## src/rtl/stpwm_pkg.sv

```systemverilog
package stpwm_pkg;

    localparam int unsigned LVL_W = 3;

    typedef logic [LVL_W-1:0] level_t;

    // period sequencer states
    typedef enum logic [1:0] {
        SQ_START = 2'd0,
        SQ_RUN   = 2'd1,
        SQ_LAST  = 2'd2
    } seq_state_t;

    // per-channel output states
    typedef enum logic {
        CH_LOW  = 1'b0,
        CH_HIGH = 1'b1
    } ch_state_t;

    // slots of high time for a code; top code saturates to the full period
    function automatic int unsigned duty_slots(level_t lv, int unsigned period,
                                               int unsigned step);
        int unsigned raw;
        if (lv == '1) begin
            return period;
        end
        raw = int'(lv) * step;
        return (raw > period) ? period : raw;
    endfunction

endpackage

```

## src/rtl/stpwm_period.sv

```systemverilog
module stpwm_period
    import stpwm_pkg::*;
#(
    parameter int unsigned PERIOD = 100,
    localparam int unsigned CW     = $clog2(PERIOD)
) (
    input  logic          clk,
    input  logic          rst,
    input  logic          tick,
    output logic [CW-1:0] cnt,
    output logic [CW-1:0] cnt_nxt,
    output logic          wrap
);

    localparam logic [CW-1:0] LAST_C = CW'(PERIOD - 1);

    seq_state_t    seq_q;
    seq_state_t    seq_d;
    logic [CW-1:0] cnt_q;
    logic [CW-1:0] step_c;

    assign step_c = cnt_q + 1'b1;

    // next-state process
    always_comb begin
        seq_d   = seq_q;
        cnt_nxt = cnt_q;
        wrap    = 1'b0;
        if (tick) begin
            unique case (seq_q)
                SQ_START, SQ_RUN: begin
                    cnt_nxt = step_c;
                    seq_d   = (step_c == LAST_C) ? SQ_LAST : SQ_RUN;
                end
                SQ_LAST: begin
                    cnt_nxt = '0;
                    seq_d   = SQ_START;
                    wrap    = 1'b1;
                end
                default: begin
                    cnt_nxt = '0;
                    seq_d   = SQ_START;
                end
            endcase
        end
    end

    // state register
    always_ff @(posedge clk) begin
        if (rst) begin
            seq_q <= SQ_START;
            cnt_q <= '0;
        end else begin
            seq_q <= seq_d;
            cnt_q <= cnt_nxt;
        end
    end

    assign cnt = cnt_q;

    assert_cnt_range_R2: assert property (@(posedge clk) disable iff (rst)
        cnt_q <= LAST_C);

    assert_wrap_to_zero_R2: assert property (@(posedge clk) disable iff (rst)
        (tick && cnt_q == LAST_C) |=> (cnt_q == '0));

    assert_hold_no_tick_R9: assert property (@(posedge clk) disable iff (rst)
        !tick |=> $stable(cnt_q));

endmodule

```

## src/rtl/stpwm_chan.sv

```systemverilog
module stpwm_chan
    import stpwm_pkg::*;
#(
    parameter int unsigned PERIOD = 100,
    parameter int unsigned STEP   = 15,
    localparam int unsigned CW     = $clog2(PERIOD),
    localparam int unsigned CMPW   = $clog2(PERIOD + 1)
) (
    input  logic          clk,
    input  logic          rst,
    input  logic          tick,
    input  logic          wrap,
    input  logic [CW-1:0] cnt,
    input  logic [CW-1:0] cnt_nxt,
    input  level_t        level,
    output logic          out
);

    localparam logic [CMPW-1:0] FULL_C = CMPW'(PERIOD);

    ch_state_t       st_q;
    ch_state_t       st_d;
    logic [CMPW-1:0] cmp_q;
    logic [CMPW-1:0] cmp_d;
    logic            below;

    // compare value is only replaced on the wrap tick
    always_comb begin
        cmp_d = wrap ? CMPW'(duty_slots(level, PERIOD, STEP)) : cmp_q;
        below = (CMPW'(cnt_nxt) < cmp_d);
    end

    // transitions: rise, fall, hold
    always_comb begin
        st_d = st_q;
        if (tick) begin
            unique case (st_q)
                CH_LOW:  st_d = below ? CH_HIGH : CH_LOW;
                CH_HIGH: st_d = below ? CH_HIGH : CH_LOW;
                default: st_d = CH_LOW;
            endcase
        end
    end

    // state register
    always_ff @(posedge clk) begin
        if (rst) begin
            st_q  <= CH_LOW;
            cmp_q <= '0;
        end else begin
            st_q  <= st_d;
            cmp_q <= cmp_d;
        end
    end

    // output process
    always_comb begin
        out = (st_q == CH_HIGH);
    end

    assert_zero_low_R3: assert property (@(posedge clk) disable iff (rst)
        (cmp_q == '0) |-> !out);

    assert_full_high_R5: assert property (@(posedge clk) disable iff (rst)
        (cmp_q == FULL_C) |-> out);

    assert_cmp_only_at_wrap_R6: assert property (@(posedge clk) disable iff (rst)
        !wrap |=> $stable(cmp_q));

    assert_slot_compare_R8: assert property (@(posedge clk) disable iff (rst)
        out == (CMPW'(cnt) < cmp_q));

    assert_out_hold_R9: assert property (@(posedge clk) disable iff (rst)
        !tick |=> $stable(out));

endmodule

```

## src/rtl/stepped_pwm_quad.sv

```systemverilog
module stepped_pwm_quad
    import stpwm_pkg::*;
#(
    parameter int unsigned NCH    = 4,
    parameter int unsigned PERIOD = 100,
    parameter int unsigned STEP   = 15,
    localparam int unsigned CW     = $clog2(PERIOD)
) (
    input  logic                 clk,
    input  logic                 rst,
    input  logic                 tick,
    input  logic [NCH*LVL_W-1:0] level_in,
    output logic [NCH-1:0]       pwm_out
);

    logic [CW-1:0] cnt;
    logic [CW-1:0] cnt_nxt;
    logic          wrap;

    stpwm_period #(.PERIOD(PERIOD)) u_seq (
        .clk     (clk),
        .rst     (rst),
        .tick    (tick),
        .cnt     (cnt),
        .cnt_nxt (cnt_nxt),
        .wrap    (wrap)
    );

    for (genvar g = 0; g < NCH; g++) begin : g_ch
        stpwm_chan #(.PERIOD(PERIOD), .STEP(STEP)) u_ch (
            .clk     (clk),
            .rst     (rst),
            .tick    (tick),
            .wrap    (wrap),
            .cnt     (cnt),
            .cnt_nxt (cnt_nxt),
            .level   (level_in[g*LVL_W +: LVL_W]),
            .out     (pwm_out[g])
        );
    end

    assert_reset_low_R1: assert property (@(posedge clk)
        $past(rst) |-> (pwm_out == '0));

endmodule

```

## config.mk

```make
export PLATFORM = sky130hd
export DESIGN_NAME = stepped_pwm_quad
export DESIGN_NICKNAME = d
export VERILOG_FILES = /design/src/rtl/stpwm_pkg.sv /design/src/rtl/stpwm_period.sv /design/src/rtl/stpwm_chan.sv /design/src/rtl/stepped_pwm_quad.sv
export SDC_FILE = /design/constraint.sdc
export NUM_CORES = 1
export LEC_CHECK = 0
export ABC_AREA = 1
export BUFFER_PORTS_ARGS = -buffer_cell sky130_fd_sc_hd__buf_4
export CORE_MARGIN = 3
export CORE_UTILIZATION = 50
export DETAILED_ROUTE_END_ITERATION = 10
export PLACE_DENSITY_LB_ADDON = 0.3
export SETUP_SLACK_MARGIN = 0.2
export SLEW_MARGIN = 10
export SYNTH_ARGS = -nofsm -noshare
export SYNTH_HDL_FRONTEND = slang
export SYNTH_SLANG_ARGS = --single-unit
```

## constraint.sdc

```tcl
create_clock -name clk -period 5.2 [get_ports clk]
set_clock_uncertainty 0.15 [all_clocks]
set_input_delay 1.3 -clock clk [delete_from_list [all_inputs] [get_ports clk]]
set_output_delay 1.3 -clock clk [all_outputs]
set_load 0.01 [all_outputs]
```

---- Yosys cells after proc, flatten, opt, wreduce, memory -nomap -nowiden ----
Index checks and enable logic that the tools add are counted.
operators by class
  eq/ne operators ......................... 7
  magnitude comparators ................... 8
  add/sub/neg operators ................... 1
  muxes and demuxes ....................... 30
  multiply operators ...................... 4
  reductions and logical operators ........ 2
operator list
  kind                 count
  $mux 7               18
  $gt 7x7->1 const B   4
  $lt 7x7->1           4
  $mul 3x4->7 const B  4
  $eq 3x3->1 const B   4
  $mux 1               10
  $add 7x1->7 const B  1
  $eq 7x7->1 const B   1
  $mux 2               2
  $eq 2x1->1 const B   1
  $eq 2x2->1 const B   1
  $logic_not 2->1      1
  $reduce_or 2->1      1
storage, ports and cells
  output and inout port bits .............. 4
  input port bits ......................... 15
  logic and storage cells ................. 62
  flip-flop bits (word level) ............. 41

---- Logic depth before layout (Yosys ltp) ----
Gate-level depths: netlist of the first run.
  word-level depth ........................ 7
  gate-level depth with buffers ........... 21
  gate-level depth less buffers ........... 21

---- Modules after synthesis ----
From an unflattened synthesis of the first run, not the netlist that was laid out.
second synthesis, totals
  cells, all modules ...................... 473
  area, all modules ....................... 3460.8 um2
by module, submodules not included
  module                         cells an instance  times used  area an instance (um2)
  stpwm_chan (g_ch[0].u_ch ...)  97                 3           721.9
  stpwm_chan (g_ch[2].u_ch)      97                 1           726.9
  stpwm_period                   85                 1           568.0

---- Worst setup path after synthesis of the first run ----
No wires, ideal clock.
  path type ............................... input to register
  from .................................... in level_in[3]
  to ...................................... reg g_ch[1].u_ch.st_q
  slack ................................... 930 ps
  arrival ................................. 4050 ps
  setup time .............................. 70 ps
  path buffers ............................ 0
  data required time ...................... 4980 ps
  stages on the path ...................... 17
  path through ............................ fa_1 -> ha_1 -> fa_1 -> a21oi_1 -> nand2_1 -> nand4_1 -> inv_1 -> nor2_1 -> inv_1 -> nor2_1 -> a21oi_1 -> ha_1 -> a21oi_1 -> nor2_1 -> a2111oi_0 -> nand2_1 -> a21oi_1
on the way
  cells in the longest elaborated chain, start to end .. 7
  elaborated cells on any way between the ends .. 10
  classes of those cells .................. mul: 1; order compare: 2; eq/ne: 1; mux: 6
RTL lines
  item                  RTL line                            source
  start, declared       stepped_pwm_quad.sv:12              input logic [NCH*LVL_W-1:0] level_in,
  $mul 3x4->7           stpwm_pkg.sv:27                     raw = int'(lv) * step;
  $gt 7x7->1            stpwm_pkg.sv:28                     return (raw > period) ? period : raw;
  $mux 7                stpwm_pkg.sv:28
  $mux 7 *              stpwm_pkg.sv:27
  $mux 7 *              stpwm_chan.sv:29                    cmp_d = wrap ? CMPW'(duty_slots(level, PERIOD, STEP)) : cmp_q;
  $lt 7x7->1 *          stpwm_chan.sv:30                    below = (CMPW'(cnt_nxt) < cmp_d);
  $mux 1 *              stpwm_chan.sv:38, stpwm_chan.sv:39
  end signal, assigned  stpwm_chan.sv:51                    st_q <= st_d;
  end, declared         stpwm_chan.sv:21                    ch_state_t st_q;
Mark *: on every way between the ends. The rest lies on a longest branch, timed or not.
A chain may end at the register's enable or synchronous reset.

---- Worst setup path in the final report of the first run ----
  from .................................... in level_in[0]
  to ...................................... reg g_ch[0].u_ch.st_q
on the way
  cells in the longest elaborated chain, start to end .. 7
  elaborated cells on any way between the ends .. 10
  classes of those cells .................. mul: 1; order compare: 2; eq/ne: 1; mux: 6
RTL lines
  item                  RTL line
  $mul 3x4->7           stpwm_pkg.sv:27
  $gt 7x7->1            stpwm_pkg.sv:28
  $mux 7                stpwm_pkg.sv:28
  $mux 7 *              stpwm_pkg.sv:27
  $mux 7 *              stpwm_chan.sv:29
  $lt 7x7->1 *          stpwm_chan.sv:30
  $mux 1 *              stpwm_chan.sv:38, stpwm_chan.sv:39
  end signal, assigned  stpwm_chan.sv:51
  end, declared         stpwm_chan.sv:21
Marked as above.

==> results of run 1 <==
-- report_power, final --
group          internal [W]  switching, W
logic             0.0000686      0.000106
registers          0.000318    0.00000360
clock network      0.000105      0.000104
total              0.000492      0.000214
-- worst paths after layout --
path / slack, ns / end / cells past startpoint / startpoint
worst max-delay path: 0.80 / g_ch[0].u_ch.out / 18 / level_in[0]
worst min-delay path: 0.32 / g_ch[3].u_ch.out / 2 / g_ch[3].u_ch.out
worst max register to register: 2.32 / g_ch[0].u_ch.out / 11 / u_seq.cnt[0]
worst min register to register: 0.32 / g_ch[3].u_ch.out / 2 / g_ch[3].u_ch.out
-- critical path: stages --
cell       delay [ns]
buf_4            0.13
fa_1             0.59
ha_1             0.18
inv_1            0.06
fa_1             0.38
inv_1            0.08
nand3_1          0.08
and2_0           0.18
nor2_1           0.09
nand2_1          0.10
a32o_1           0.23
inv_1            0.07
ha_1             0.24
a21oi_1          0.15
nor2_1           0.05
a2111oi_0        0.32
nand2_1          0.10
a21oi_1          0.13
-- sequential cells by signal, summed over array words and instances (netlist names) --
name,count
g_ch.u_ch.cmp_q,28
u_seq.cnt,7
u_seq.seq_q,2
g_ch.u_ch.out,4
-- area by class of cell --
| type | instances | area (um^2) |
|---|---|---|
| clock buffer | 7 | 86.3 |
| fill | 598 | 2590 |
| tap | 75 | 93.8 |
| timing repair buffer | 20 | 150 |
| multi-input combinational | 316 | 2080 |
| sequential | 41 | 821 |
| inverter | 73 | 274 |
-- metrics by stage --
step	cells	total power (W)	setup WS, ns	area, um^2	hold WS [ns]
final	532	0.000706	0.799	3500	0.317
after global routing	532	0.000751	0.387	3500	0.348
after CTS	532	0.000713	0.814	3500	0.318
after detailed placement	525	0.000503	0.515	3420	0.307
after global placement	525	0.000497	0.582	3420	0.310
after floorplan	442	0.000454	0.930	3230	0.296
-- cell usage after synthesis (all sizes together) (4+ instances only) --
library cell  instances
dfxtp                41
o22ai                12
ha                   54
clkbuf                7
o21ai                 7
nor2                 56
nand2                99
fa                   12
a2111oi               4
a21oi                30
nand3                17
xor2                  4
inv                  73
buf                   5
nor3                  4
-- cell families (layout without fill, tap and decap cells) --
family          after synthesis  after routing  share of synthesized area, %
simple gates                181            181                          22.6
compound gates               64             64                          12.0
mux                           1              1                         0.310
fa+ha+maj                    66             66                          28.3
flops                        41             41                          25.4
xor+xnor                      4              4                          1.08
buf+inv                      85            100                          10.3
-- per-layer routing --
metal,track usage (%),vias to the layer above,wire (um)
li1,-,1443,-
met1,25.8,1226,3100
met2,29.0,49,2980
met3,3.23,9,270
met4,5.38,0,79
met5,0,-,0
==> run summary, run 1 <==
The run finished with clean final reports. Along the worst path, the maximum fanout reaches 4. The number of clock buffers added by TritonCTS is 5. The maximum root-to-sink buffer count was 2; the number of levels the H-tree was split into was 2.

The final critical path takes up 84.6% of the cycle. The endpoint required time on the critical path is 5.27 ns. The tools report the post-synth design cell area as 3230 um^2. Dividing total power by cell area gives a power density of 202 nW/um^2. The synthesized design contains 0 enable-type register cells. In this run the remaining antenna-violating nets after routing total 0.

After synthesis, the largest area contributor takes up 25.4% of total cell area. For this run, the number of Yosys warnings is 0. For the via count of the first global-routing pass, the log shows 2570. Leaving out fill and tap cells, the most frequent cell in the layout is nand2_1. In this run the mean area of a mapped cell was 7.31 um^2. In this run the core area contains 28 standard-cell rows. In the final design database the tool counted 538 nets. For the initial antenna violation count, the log shows 0. In the synthesized netlist the async set-or-reset flop fraction comes to 0%. The kind of critical path is in2reg. The die footprint came out at 7470 um^2. dfxtp_1 takes more of the synthesized area than any other cell.

The worst min-delay path category is reg2reg. Total detailed-routing wirelength: 6430 um. By area the synthesized netlist is led by dfxtp_1 (25%), ha_1 (21%), nand2_1 (11%), inv_1 (8.4%), fa_1 (7.4%). The detailed router finished its first iteration with 154 violations. The final route contains 2727 vias.

TritonCTS built the clock tree. The HPWL after detailed placement is 4910 um. STA classifies the critical path startpoint as a primary input. The initial utilization of the core area, before any placement, comes to 53.0%. The die span in x is 86.4 um, and the average detailed-routed wire length per instance is 12.1 um. Entering global routing, the biggest net connects 42 pins. After clock tree synthesis, the clock-pin slew on the worst setup and hold paths is 0.08 ns. Setup violations remaining at the end of the flow were counted as 0.

The repair_antennas step left the layout with diodes totalling 0. Compared with the post-synthesis result, the final layout area differs by 8.36%. The number of pins exceeding their max-slew limit in the final report came out at 0.

The library cells used most frequently in the layout, excluding fill and tap cells, are nand2_1 (99), inv_1 (72), nor2_1 (56). At the pin with the least slew margin, the transition time is 0.848 ns. Max-cap violations in this run came to 0. The number of cells produced by synthesis came out at 442. The post-route DRC violation count is 0, and the number of buffer cells added on primary ports is 18.

The flip-flop and latch count after synthesis works out to 41. The highest clock rate is 227 MHz. The overall fraction of global-route tracks in use is 18.4%, and the post-synthesis cell type count is 27. The data arrival time at the worst-slack endpoint is 4.47 ns. The leakage power summed over all cells came out at 1.79 nW. The worst-case headroom to the max-slew limit is 42.9%, and the average vias per placed instance is 5.13. Counting every sink on the clock net gives 41. Proportion of layout cells with a drive suffix above 1: 6.35%. The worst path needs 4.40 ns of the cycle, external delays included. The count of cells resized by post-cts repair is 0, and the count of boundary I/O pins is 19. Most instantiated flip-flop cell in the synthesis netlist: dfxtp_1. First-pass GRT wire length: 11300 um.

The run gives 57.5% as the final design utilization. The root buffer cell chosen for the clock tree is clkbuf_8. VDD sags by at most 120 uV. The buffers inserted during post-CTS setup optimization came out at 0.

The region available for standard cell placement spans 6100 um^2. Clock latency on the worst-skew pair, taken at its later pin, is 0.29 ns. Total negative slack for setup checks: 0 ns.

From bottom edge to top edge, the die measures 86.4 um. Routability-driven placement finished with a final weighted congestion of 0.821. Sequential cells were found to cover 25.4% of the synthesized design area. The global-route congestion overflow total was 0; the number of detailed-route iterations in the first pass was 4. For the count of endpoints failing hold in the final timing report, the log shows 0. Element type at the critical path end: a register.

The logs give 523 for the net count of the mapped netlist and 0 for the number of buffers added to fix hold violations after cts. Setup repair after global routing left no endpoint under its margin.
(Power assumes the default switching activity.)
==> run 2: changes to the inputs <==
==> constraint.sdc (replaced) <==
create_clock -name clk -period 4.45 [get_ports clk]
set_clock_uncertainty 0.15 [all_clocks]
set_input_delay 1.1125 -clock clk [delete_from_list [all_inputs] [get_ports clk]]
set_output_delay 1.1125 -clock clk [all_outputs]
set_load 0.01 [all_outputs]
==> run summary, run 2 (synthesis gave the netlist of run 1 again) <==
The tools report the switching component of the power as 0.000254 W (+19%). The power density relative to cell area was 233 nW/um^2 (+16%). The worst min-delay path startpoint is g_ch[3].u_ch.out.

The setup path with the least slack is of type in2reg. The data arrival time at the worst-slack endpoint is 4.20 ns (-0.27 ns). The run gives 2 (unchanged) as the maximum root-to-sink buffer count. Launch point of the worst path: level_in[2].

Initial antenna violation count: 0 (unchanged). Worst-case headroom to the max-slew limit: 51.1% (+8.2 points). The run gives 242 MHz as the highest clock rate. In this design, the critical path's most frequently occurring cell is inv_1.

The worst register-to-register path begins at u_seq.cnt[1]. The proportion of layout cells with a drive suffix above 1 was 8.87% (+2.5 points); the count of endpoints failing hold in the final timing report was 0 (unchanged). The worst-case vdd ir drop was 190 uV (+58%). The clock transition at the register clock pins on the worst setup and hold paths after CTS is 0.08 ns (about the same). TritonCTS built the clock tree. The cell internal power dissipation was 0.000580 W (+18%); the combined flip-flop and latch cell area was 821 um^2 (unchanged). Ranked by flip-flop count, first place goes to g_ch.u_ch.cmp_q.

The highest metal layer carrying signal wires in the routed design is met4. The average detailed-routed wire length per instance is 12.1 um (about the same), and the die span in y is 86.4 um (unchanged). Core outline area: 6100 um^2 (unchanged).

The worst setup path is launched from a primary input. The tools report the power consumption as 0.000834 W (+18%). The run gives 19 (unchanged) as the count of boundary I/O pins. The flow ran to the end, and the final reports show no timing, DRC or antenna violations. For the overall fraction of global-route tracks in use, the log shows 18.5% (+0.16 points). The library cells used most frequently in the layout, excluding fill and tap cells, are nand2_1 (97), inv_1 (72), nor2_1 (56). The final cell area excluding filler cells is 3570 um^2 (+2.0%), and the first-pass GRT wire length is 11200 um (-0.61%). The global-route congestion overflow total was 0 (unchanged).

The tools report the number of pins exceeding their max-slew limit in the final report as 0 (unchanged). The number of max-cap violations came out at 0 (unchanged). The delay of the slowest cell on the worst path came out at 0.57 ns (-0.02 ns). The tools report the number of detailed-route iterations in the first pass as 4 (unchanged). The largest fanout on the critical path works out to 5 (+1).

Compared with the post-synthesis result, the final layout area differs by 10.5%. The tools report the leakage power summed over all cells as 1.82 nW (+1.7%). The die span in x was 86.4 um (unchanged). The number of nets still failing antenna checks after routing was 0 (unchanged); the met1 wire length was 3060 um (-1.2%). Traced cell by cell, the critical path runs through buf_4 > fa_1 > ha_1 > inv_1 > fa_1 > inv_1 > nand3_1 > and2_0 > nor2_1 > nand2_2 > a32o_1 > inv_1 > ha_1 > a21oi_2 > nor2_1 > a2111oi_1 > nand2_1 > a21oi_1. The setup slack at placement is 0.0198 ns (-0.495 ns), and the die footprint is 7470 um^2 (unchanged). For the number of nets in the final layout, the log shows 543 (+0.93%). The tools report the number of endpoints failing setup at the final stage as 0 (unchanged). For the number of clock sinks seen by CTS, the log shows 41 (unchanged). For the total detailed-routing wirelength, the log shows 6480 um (+0.87%).

The tools report the clock insertion delay at the later pin of the skew report as 0.29 ns (about the same). Number of CTS-inserted buffers: 5 (unchanged). The logs give 53.0% (unchanged) for the effective utilization at floorplan and 0.321 ns (+0.00329 ns) for the worst hold slack across all endpoints. The cell with the biggest individual delay on the critical path is fa_1. Clock tree synthesis selected as its root buffer the cell clkbuf_8. The clock network fraction of design power was 29.5% (-0.2 points). The worst min-delay path category is reg2reg.

The switching power share of the total came out at 30.5% (+0.13 points). Leaving out fill and tap cells, the most frequent cell in the layout is nand2_1. For the sequential cell fraction of total power, the log shows 45.0% (-0.5 points). For the post-route DRC violation count, the log shows 0 (unchanged). The via count of the first global-routing pass was 2615 (+1.8%). Setup repair after global routing could not meet its margin everywhere. The number of rows in the core area was 28 (unchanged); the endpoint required time on the critical path was 4.52 ns (-0.75 ns).

Number of levels the H-tree was split into: 2 (unchanged). The run gives 2110 um^2 (+1.6%) as the area of the multi-input gates. The final-layout fill cell count is 592 (-1.0%), and the number of flip-flops in the largest register is 28 (unchanged). The number of inserted diodes was 0 (unchanged); the number of buffer cells added on primary ports was 18 (unchanged). The total negative slack for setup checks was 0 ns (unchanged); the routed via count was 2787 (+2.2%).

The weighted congestion reported at the end of routability-driven placement is 0.879 (+7.1%), and the post-layout minimum cycle time is 4.13 ns. The cell area reported after detailed placement was 3440 um^2 (+0.66%). The total half-perimeter wirelength after legalization and detailed placement was 5060 um (+3.0%).

The routed wire length on met2 is 3080 um (+3.6%). The transition time at the pin with the least slew margin is 0.733 ns (-0.115 ns), and the slack of the critical path is 0.317 ns (-0.483 ns). The pin count of the biggest net entering global routing is 42 (unchanged). The element type at the critical path end was a register.

The relative contribution of combinational cells to total power was 25.5% (+0.7 points); the average vias per placed instance was 5.19 (+1.2%). The share of the cycle needed by the critical path after routing is 92.9%, and the first-iteration detailed-routing DRC count is 126 (-18%). Total length of routed met3 wires: 288 um (+6.7%).
## run 2: cell types whose count changed in the layout (fill, tap and decap cells not counted), sizes merged
cell	previous run	this run
buf	20	25
## run 2: worst max-delay path, delay by kind of cell
family / cells / cell delay [ns]
AOI/OAI and AO/OA: 4 / 0.77
buffers and inverters: 4 / 0.34
and+or+nand+nor: 6 / 0.60
adders and majority gates: 4 / 1.37
## run 2: final timing paths
kind | end | slack (ns) | depth (start not counted)
setup / recovery | g_ch[0].u_ch.out | 0.32 | 18
hold / removal | g_ch[3].u_ch.out | 0.32 | 2
setup reg to reg | g_ch[0].u_ch.out | 1.63 | 11
hold reg to reg | g_ch[3].u_ch.out | 0.32 | 2
## run 2: layer usage
metal  vias up  track usage, %
li1       1454               -
met1      1290            24.7
met2        37            31.1
met3         6            2.95
met4         0            5.38
met5         -               0
## run 2: power by group through the flow
stage | combinational (W) | sequential (W) | clock, W
final | 0.000213 | 0.000375 | 0.000246
after global routing | 0.000247 | 0.000376 | 0.000269
after CTS | 0.000206 | 0.000375 | 0.000252
after detailed placement | 0.000205 | 0.000384 | 0
after global placement | 0.000196 | 0.000384 | 0
after floorplan | 0.000148 | 0.000383 | 0
## run 2: metrics by stage
stage / std cells / utilization [%]
after floorplan: 442 / -
after global placement: 528 / 56.4
after detailed placement: 528 / 56.4
after CTS: 535 / 57.8
after global routing: 537 / 58.6
final: 537 / 58.6
## run 2: area by class of cell
cell class	count	share of cell area, %
clock buffer	7	2.42
multi-input combinational	316	59.1
inverter	73	7.67
timing repair buffer	25	5.25
tap	75	2.63
sequential	41	23.0
## run 2: repair_timing
item	in CTS	in global routing
resized for setup	0	10
buffers inserted	0	2
endpoints found under the setup margin	0	4
hold buffers	0	0
==> run 3: changes to the inputs <==
--- a/config.mk
+++ b/config.mk
@@ -6,9 +6,10 @@
 export NUM_CORES = 1
 export LEC_CHECK = 0
 export ABC_AREA = 1
+export ABC_CLOCK_PERIOD_IN_PS = 4450
 export BUFFER_PORTS_ARGS = -buffer_cell sky130_fd_sc_hd__buf_4
 export CORE_MARGIN = 3
-export CORE_UTILIZATION = 50
+export CORE_UTILIZATION = 41
 export DETAILED_ROUTE_END_ITERATION = 10
 export PLACE_DENSITY_LB_ADDON = 0.3
 export SETUP_SLACK_MARGIN = 0.2
@@ -16,3 +17,4 @@
 export SYNTH_ARGS = -nofsm -noshare
 export SYNTH_HDL_FRONTEND = slang
 export SYNTH_SLANG_ARGS = --single-unit
+export TNS_END_PERCENT = 20
==> run summary, run 3 (synthesis gave the netlist of run 1 again) <==
The flow ran to the end, and the final reports show no timing, DRC or antenna violations. The maximum root-to-sink buffer count came out at 2 (unchanged). The number of buffer cells added on primary ports is 18 (unchanged), and the switching power share of the total is 31.7% (+1.2 points). Data arrival time at the worst-slack endpoint: 4.18 ns (-0.02 ns). Relative contribution of combinational cells to total power: 25.2% (-0.3 points). Worst min-delay path category: reg2reg. The number of clock sinks seen by CTS came out at 41 (unchanged).

TritonCTS built the clock tree. The weighted congestion reported at the end of routability-driven placement is 0.823 (-6.4%), and the endpoint required time on the critical path is 4.53 ns (about the same). The overall fraction of global-route tracks in use is 15.4% (-3.2 points), and the post-route DRC violation count is 0 (unchanged). STA classifies the critical path startpoint as a primary input. The most common library cell in the layout ignoring fill and taps is nand2_1. The power density relative to cell area was 230 nW/um^2 (-1.4%). The kind of critical path was in2reg. The worst reg-to-reg path cell count is 11 (unchanged). The logs give 5 (unchanged) for the number of CTS-inserted buffers and 0 (unchanged) for the number of endpoints failing setup at the final stage. The switching component of the power was 0.000261 W (+2.6%).

The number of inserted diodes is 0 (unchanged), and the pin count of the biggest net entering global routing is 42 (unchanged). The run gives 0 (unchanged) as the global-route congestion overflow total. Setup repair after global routing could not meet its margin everywhere. The clock insertion delay at the later pin of the skew report came out at 0.30 ns (about the same). The logs give 6460 um (-0.35%) for the total detailed-routing wirelength and 113 (-10%) for the first-iteration detailed-routing DRC count. The worst-case vdd ir drop is 148 uV (-22%). From synthesis to final layout, the design area changed by 10.7%. The number of buffers added to fix hold violations after cts was 0 (unchanged). The run gives 7450 um^2 (+22%) as the core outline area. The number of nets in the final layout was 540 (-0.55%); the final-layout fill cell count was 773 (+31%).

The number of levels the H-tree was split into came out at 2 (unchanged). The run gives 19 (unchanged) as the count of boundary I/O pins. The tools report the leakage power summed over all cells as 1.81 nW (-0.60%). The worst hold path begins at g_ch[3].u_ch.out.

The clock network fraction of design power was 29.3% (-0.2 points); the die span in x was 94.8 um (+9.7%). For the setup slack at placement, the log shows -0.0171 ns (-0.0368 ns). The clock transition at the register clock pins on the worst setup and hold paths after CTS is 0.07 ns (about the same). The first-pass GRT wire length came out at 11200 um (-0.43%). Endpoint of the worst-slack reg-to-reg timing path: g_ch[3].u_ch.out. The library cells used most frequently in the layout, excluding fill and tap cells, are nand2_1 (99), inv_1 (72), nor2_1 (56). The tools report the via count of the first global-routing pass as 2535 (-3.1%). The run gives 45.5% (+0.5 points) as the sequential cell fraction of total power. The tools report the total half-perimeter wirelength after legalization and detailed placement as 4920 um (-2.8%). The run gives 821 um^2 (unchanged) as the combined flip-flop and latch cell area.

The worst hold path terminates at g_ch[3].u_ch.out. The run gives 0 (unchanged) as the number of pins exceeding their max-slew limit in the final report. The share of the cycle needed by the critical path after routing came out at 92.0% (-0.84 points). The average vias per placed instance came out at 4.90 (-5.6%). The die span in y came out at 94.8 um (+9.7%). For the reg-to-reg setup timing slack, the log shows 1.65 ns (+0.02 ns).

The worst setup path is captured at a register. The routed via count was 2739 (-1.7%); the highest clock rate was 244 MHz (+0.91%). The logs give 2110 um^2 (about the same) for the area of the multi-input gates and 0 (unchanged) for the count of endpoints failing hold in the final timing report.

For the initial antenna violation count, the log shows 0 (unchanged). The logs give 43.4% (-9.6 points) for the effective utilization at floorplan and 0.000563 W (-2.9%) for the cell internal power dissipation. The die footprint is 8990 um^2 (+20%), and the number of detailed-route iterations in the first pass is 4 (unchanged). The number of flip-flops in the largest register is 28 (unchanged), and the number of cells traversed by the worst hold path is 2 (unchanged). The total negative slack for setup checks was 0 ns (unchanged); the largest fanout on the critical path was 4 (-1).

For the number of rows in the core area, the log shows 31 (+11%). The tools report the slack of the critical path as 0.354 ns (+0.0373 ns). The origin of the critical flop-to-flop path was u_seq.cnt[0].

The transition time at the pin with the least slew margin was 0.704 ns (-0.0289 ns); the number of max-cap violations was 0 (unchanged). Post-layout minimum cycle time: 4.10 ns (-0.0373 ns). The number of nets still failing antenna checks after routing came out at 0 (unchanged). The register with the most flip-flops in the final layout is g_ch.u_ch.cmp_q.

The worst-case headroom to the max-slew limit was 52.6% (+1.4 points); the average detailed-routed wire length per instance was 11.6 um (-4.3%). The cell sitting at the root of the clock tree is a clkbuf_8. The proportion of layout cells with a drive suffix above 1 works out to 8.04% (-0.83 points).
[run 3: cell types whose count changed in the layout (fill, tap and decap cells not counted), sizes merged]
cell	change
buf	-3
clkinv	+2
clkbuf	-1
[run 3: what timing repair did]
item                       4_1_cts  5_1_grt
setup buffers                    0        1
setup endpoints to repair        0        4
resized for setup                0        8
[run 3: metal layers]
metal | global-route usage [%] | up-vias | wire length [um]
li1 | - | 1456 | -
met1 | 21.4 | 1245 | 3320
met2 | 25.0 | 30 | 2930
met3 | 2.39 | 8 | 146
met4 | 3.61 | 0 | 62
met5 | 0 | - | 0
[run 3: worst max path at each step]
stage / end / startpoint
after global placement: g_ch[0].u_ch.out / level_in[0]
after global routing: g_ch[2].u_ch.out / level_in[6]
after floorplan: g_ch[1].u_ch.out / level_in[3]
after detailed placement: g_ch[0].u_ch.out / level_in[0]
final: g_ch[2].u_ch.out / level_in[6]
after CTS: g_ch[0].u_ch.out / level_in[0]
[run 3: layout make-up]
| cell class | instances | area share (%) |
|---|---|---|
| multi-input combinational | 316 | 59.0 |
| sequential | 41 | 22.9 |
| inverter | 73 | 7.66 |
| timing repair buffer | 22 | 4.62 |
| tap | 99 | 3.46 |
| clock buffer | 6 | 2.03 |
| clock inverter | 2 | 0.280 |
[run 3: worst max-delay path: stages]
cell       delay [ns]
buf_4            0.13
fa_1             0.59
ha_1             0.19
inv_1            0.06
fa_1             0.52
o21ai_0          0.09
nor2_1           0.09
nor2_1           0.05
nand2_1          0.12
inv_1            0.08
nor3_1           0.18
a21oi_1          0.09
ha_1             0.21
a21oi_1          0.14
nor2_1           0.07
a2111oi_2        0.22
nand2_1          0.09
a21oi_1          0.12
[run 3: power by group through the flow]
stage / clock network [W] / logic, W / registers [W]
2_1_floorplan: 0 / 0.000148 / 0.000383
3_3_place_gp: 0 / 0.000197 / 0.000384
3_5_place_dp: 0 / 0.000203 / 0.000384
4_1_cts: 0.000247 / 0.000204 / 0.000375
5_1_grt: 0.000263 / 0.000243 / 0.000376
6_report: 0.000241 / 0.000207 / 0.000375
[run 3: metrics by stage]
step | utilization, % | instance area [um^2] | hold WS [ns] | cells | total power [W]
3_3_place_gp | 46.4 | 3450 | 0.311 | 550 | 0.000581
6_report | 48.1 | 3580 | 0.324 | 559 | 0.000824
4_1_cts | 47.5 | 3540 | 0.331 | 558 | 0.000826
5_1_grt | 48.1 | 3580 | 0.347 | 559 | 0.000882
2_1_floorplan | - | 3230 | 0.296 | 442 | 0.000531
3_5_place_dp | 46.4 | 3450 | 0.319 | 550 | 0.000588
